<file path="src/rtl/fs_pkg.sv">
// Shared helpers for the fault flag and dead-time sense register.
// Assumes channel count is an integer multiple of the sense input count.
package fs_pkg;

    // Maps a PWM channel to the current-sense input that serves it.
    function automatic int unsigned sense_of_channel(input int unsigned ch,
                                                     input int unsigned ch_per_sense);
        return ch / ch_per_sense;
    endfunction

endpackage

</file>
<file path="src/rtl/fs_sync.sv">
// Multi-stage synchronizer for a vector of asynchronous inputs.
// Assumes each bit is independent; no bus coherency is provided.
module fs_sync #(
    parameter int unsigned WIDTH = 3,
    parameter int unsigned DEPTH = 2
) (
    input  logic             clk,
    input  logic             rst_n,
    input  logic [WIDTH-1:0] d,
    output logic [WIDTH-1:0] q
);

    logic [WIDTH-1:0] stage [DEPTH];

    // Shift the input through DEPTH flops, clearing them on reset.
    always_ff @(posedge clk) begin
        if (!rst_n) begin
            for (int i = 0; i < DEPTH; i++) stage[i] <= '0;
        end else begin
            stage[0] <= d;
            for (int i = 1; i < DEPTH; i++) stage[i] <= stage[i-1];
        end
    end

    assign q = stage[DEPTH-1];

endmodule

</file>
<file path="src/rtl/fs_fault_latch.sv">
// Sticky fault flags with edge detection on asynchronous pins.
// Two flops per pin: a capture stage and a settled stage. The edge is
// taken between them, so a flag is visible two clock edges after a pin
// rises. A set request beats an acknowledge in the same cycle.
module fs_fault_latch #(
    parameter int unsigned NUM_FAULTS = 4
) (
    input  logic                  clk,
    input  logic                  rst_n,
    input  logic [NUM_FAULTS-1:0] pin,
    input  logic [NUM_FAULTS-1:0] ack,
    output logic [NUM_FAULTS-1:0] flags
);

    logic [NUM_FAULTS-1:0] cap_q;
    logic [NUM_FAULTS-1:0] settled_q;
    logic [NUM_FAULTS-1:0] rise;

    // Bring the pins into the clock domain through two flops.
    always_ff @(posedge clk) begin
        if (!rst_n) begin
            cap_q     <= '0;
            settled_q <= '0;
        end else begin
            cap_q     <= pin;
            settled_q <= cap_q;
        end
    end

    // A low-to-high transition seen across the two stages.
    always_comb rise = cap_q & ~settled_q;

    // Hold flags until acknowledged; a new edge always wins.
    always_ff @(posedge clk) begin
        if (!rst_n) flags <= '0;
        else        flags <= (flags & ~ack) | rise;
    end

endmodule

</file>
<file path="src/rtl/fs_dt_capture.sv">
// Dead-time sense snapshot: one bit per PWM channel, loaded from the
// channel's current-sense input when that channel's strobe pulses.
// Assumes sense inputs arrive already synchronized and strobes are
// single-cycle pulses.
module fs_dt_capture #(
    parameter int unsigned NUM_CH    = 6,
    parameter int unsigned NUM_SENSE = 3
) (
    input  logic                 clk,
    input  logic                 rst_n,
    input  logic [NUM_SENSE-1:0] sense_s,
    input  logic [NUM_CH-1:0]    strobe,
    output logic [NUM_CH-1:0]    dt_bits
);
    import fs_pkg::*;

    localparam int unsigned CH_PER_SENSE = NUM_CH / NUM_SENSE;

    for (genvar c = 0; c < NUM_CH; c++) begin : g_ch
        localparam int unsigned SIDX = sense_of_channel(c, CH_PER_SENSE);

        // Load the served sense level on this channel's strobe, else hold.
        always_ff @(posedge clk) begin
            if (!rst_n)         dt_bits[c] <= 1'b0;
            else if (strobe[c]) dt_bits[c] <= sense_s[SIDX];
        end
    end

endmodule

</file>
<file path="src/rtl/fault_sense_reg.sv">
// Fault flag and dead-time sense register, top level.
// One 8-bit location: writes carry acknowledge bits in the top nibble,
// reads return dead-time snapshots in the low bits. Fault flags also
// drive a status output. Assumes dt_end pulses are one cycle long.
module fault_sense_reg #(
    parameter int unsigned DATA_W     = 8,
    parameter int unsigned NUM_FAULTS = 4,
    parameter int unsigned NUM_SENSE  = 3,
    parameter int unsigned NUM_CH     = 6,
    parameter int unsigned SYNC_DEPTH = 2
) (
    input  logic                  clk,
    input  logic                  rst_n,
    input  logic                  reg_wr,
    input  logic [DATA_W-1:0]     reg_wdata,
    output logic [DATA_W-1:0]     reg_rdata,
    input  logic [NUM_FAULTS-1:0] fault_in,
    input  logic [NUM_SENSE-1:0]  sense_in,
    input  logic [NUM_CH-1:0]     dt_end,
    output logic [NUM_FAULTS-1:0] fault_flags
);

    localparam int unsigned ACK_LSB = DATA_W - NUM_FAULTS;
    localparam int unsigned PAD_W   = DATA_W - NUM_CH;

    logic [NUM_FAULTS-1:0] ack;
    logic [NUM_SENSE-1:0]  sense_s;
    logic [NUM_CH-1:0]     dt_bits;
    logic                  wdata_unused;

    // Acknowledge mask: a write with a 1 in the field clears that flag.
    always_comb ack = reg_wr ? reg_wdata[DATA_W-1:ACK_LSB] : '0;

    // Low write bits carry nothing.
    assign wdata_unused = ^reg_wdata[ACK_LSB-1:0];

    fs_sync #(.WIDTH(NUM_SENSE), .DEPTH(SYNC_DEPTH)) u_sense_sync (
        .clk   (clk),
        .rst_n (rst_n),
        .d     (sense_in),
        .q     (sense_s)
    );

    fs_fault_latch #(.NUM_FAULTS(NUM_FAULTS)) u_faults (
        .clk   (clk),
        .rst_n (rst_n),
        .pin   (fault_in),
        .ack   (ack),
        .flags (fault_flags)
    );

    fs_dt_capture #(.NUM_CH(NUM_CH), .NUM_SENSE(NUM_SENSE)) u_dt (
        .clk     (clk),
        .rst_n   (rst_n),
        .sense_s (sense_s),
        .strobe  (dt_end),
        .dt_bits (dt_bits)
    );

    // Read view: zero padding above the dead-time snapshots.
    always_comb reg_rdata = {{PAD_W{1'b0}}, dt_bits};

endmodule

</file>
<file path="config.mk">
export PLATFORM = sky130hd
export DESIGN_NAME = fault_sense_reg
export DESIGN_NICKNAME = d
export VERILOG_FILES = /design/src/rtl/fs_pkg.sv /design/src/rtl/fs_sync.sv /design/src/rtl/fs_fault_latch.sv /design/src/rtl/fs_dt_capture.sv /design/src/rtl/fault_sense_reg.sv
export SDC_FILE = /design/constraint.sdc
export NUM_CORES = 1
export LEC_CHECK = 0
export BUFFER_PORTS_ARGS = -buffer_cell sky130_fd_sc_hd__buf_4
export CORE_AREA = 2 2 44 46
export CTS_CLUSTER_SIZE = 20
export DETAILED_ROUTE_END_ITERATION = 7
export DIE_AREA = 0 0 46 48
export PLACE_DENSITY = 0.76
export SYNTH_ARGS = -nofsm -noshare
export SYNTH_HDL_FRONTEND = slang
export SYNTH_SLANG_ARGS = --single-unit
</file>
<file path="constraint.sdc">
create_clock -name clk -period 1.7 [get_ports clk]
set_clock_uncertainty 0.05 [all_clocks]
set_input_delay 0.255 -clock clk [delete_from_list [all_inputs] [get_ports clk]]
set_output_delay 0.255 -clock clk [all_outputs]
set_load 0.01 [all_outputs]
</file>
==> results_dict.tcl <==
set metrics [dict create \
    rsz0062_at_grt "false" \
    cts-buffers-inserted 3 \
    coreArea_sq_um 1690 \
    syn_area_sq_um 783 \
    ys_ff_latch 24 \
    routedWlPerCell_um 10.2 \
    htree_levels 1 \
    synth_cells 67 \
    critPathMaxFanout 2 \
    vias_per_cell 4.66 \
    gp_congestion 0.709 \
    preCtsSetupSlack_ns 0.703 \
    n_fill_cell 161 \
    synth_edf_count 0 \
    clockPowerShare 0.292 \
    period_share 0.642 \
    setup_viol 0 \
    outcome "completed" \
    layout.nets 122 \
    avgSynthCellArea_sq_um 11.7 \
    grt_pass1_wl_um 1810 \
    grt_pass1_vias 428 \
    hold_violations 0 \
    p_sw_uw 196 \
    die_w_um 46 \
    placedCellCount 110 \
    cp_top_family "flip-flops" \
    sw_frac_of_total 0.201 \
    crit_buf_inv 1 \
    antenna_cells 0 \
    die_area_sq_um 2210 \
    maxSlewViolCount 0 \
    finalPower_uw 976 \
    yosysSeqAreaShare 0.613 \
    comb_power_share 0.096 \
    peakVddDrop_mv 0.527 \
    start_util 0.464 \
    wl_um 1170 \
    grt.total_usage 0.122 \
    path_cells "buf_4" \
    grt_antenna_before_repair 0 \
    first_iter_violations 2 \
    p_per_area_nw_per_um2 941 \
    worst_hold_slack_ns 0.0955 \
    ys_types 14 \
    yosysMostFrequentCell "dfxtp_1" \
    cts_buffer_depth 2 \
    fin_ws_ns 0.608 \
    postRouteAntennaNets 0 \
    crit_required_ns 1.39 \
    ys_top_cells_by_count "24 x dfxtp_1, 14 x and2_1, 6 x and2b_1, 6 x mux2i_1, 4 x nand2_1" \
    port_buffers 29 \
    drt_pre_antenna_iters 3 \
    arrival_ns 0.79 \
    area.sequential_sq_um 480 \
    postCtsSetupRepairBufs 0 \
    cts_root_buf "clkbuf_4" \
    ys_warn_count 0 \
    cp-start-kind "flip-flop" \
    row_count 15 \
    cts.clk_slew.worst_paths_ns 0.12 \
    min_period_ns 1.09 \
    slowest_stage "dfxtp_1" \
    max_freq_mhz 916 \
    cts_sinks 24 \
    p_seq_frac 0.612 \
    p_int_uw 780 \
    grt.overflow.total 0 \
    tns_ns 0 \
    tritoncts "done" \
    clk_latency_ns 0.30 \
    endpoint_kind "primary output" \
    maxCapViolations 0 \
    hold_buffers 0 \
    final_cells 114 \
    ios 36 \
    async_flop_share 0 \
    synth_area_leaders "dfxtp_1 61%, and2_1 11%, mux2i_1 7.7%" \
    ys.flop_type "dfxtp_1" \
    yosys.area.top_type "dfxtp_1" \
    die_y_um 48 \
    drc_errors 0 \
    min_path_type "primary input to flip-flop" \
    syn_to_final_growth_pct 32.4 \
    route.vias.total 531 \
    drive_above_1_share 0.361 \
    p_leak_nw 0.519 \
    post_cts_resized 0 \
    slowest_delay_ns 0.36 \
    grt_max_degree 28 \
    synth_top_cell_area_share 0.613 \
    multiInputGateArea_sq_um 278 \
    critPathKind "flip-flop to primary output" \
]
==> stage by stage <==
step	cell area, sq um	utilization
after floorplan	787	-
after global placement	1000	0.593
after detailed placement	1000	0.593
after CTS	1040	0.614
after global routing	1040	0.614
final	1040	0.614
==> per-layer routing <==
layer,track usage,wire length (um)
met3,0.0340,62
met2,0.181,562
met5,0,0
met4,0.103,31
met1,0.147,511
==> cell families after synthesis <==
logic type	count (synthesis)	share of synthesized area
buffers and inverters	5	0.0367
AND/OR/NAND/NOR	27	0.222
multiplexers	6	0.0767
other	1	0.00479
AO/OA/AOI/OAI	4	0.0463
flip-flops	24	0.613
==> final timing paths <==
check                           slack (ns)  cells after the start                  endpoint                      from
worst max-delay path                  0.61                      1              reg_rdata[5]           u_dt.dt_bits[5]
worst min-delay path                   0.1                      2  u_sense_sync.stage[0][1]               sense_in[1]
worst max register to register        0.86                      2         u_faults.flags[3]         u_faults.cap_q[3]
worst min register to register        0.40                      1  u_sense_sync.stage[0][4]  u_sense_sync.stage[0][1]
==> power groups by stage <==
stage | clock network [mW] | registers [mW] | logic, mW
after floorplan | 0 | 0.613 | 0.0384
after global placement | 0 | 0.609 | 0.0927
after detailed placement | 0 | 0.611 | 0.0947
after CTS | 0.297 | 0.598 | 0.0949
after global routing | 0.325 | 0.600 | 0.103
final | 0.285 | 0.597 | 0.0935
==> sequential cells by signal (all words and copies together) (netlist names) <==
signal,flops
u_faults.flags,4
u_faults.settled_q,4
u_dt.dt_bits,6
u_sense_sync.stage,6
u_faults.cap_q,4
==> cell type report <==
type | instances | area share
Sequential cell | 24 | 0.463
Multi-Input combinational cell | 39 | 0.268
Timing Repair Buffer | 29 | 0.210
Clock buffer | 4 | 0.0350
Tap cell | 17 | 0.0205
Inverter | 1 | 0.00362
==> layout by cell type (no fill, tap or decap), types with 2 or more instances in the layout <==
cell,count
a31o_2,2
and2b_1,6
clkbuf_4,3
buf_4,29
mux2i_1,6
nand2_1,4
and3b_1,3
dfxtp_1,24
conb_1,2
and2_1,14
(Power assumes the default switching activity.)
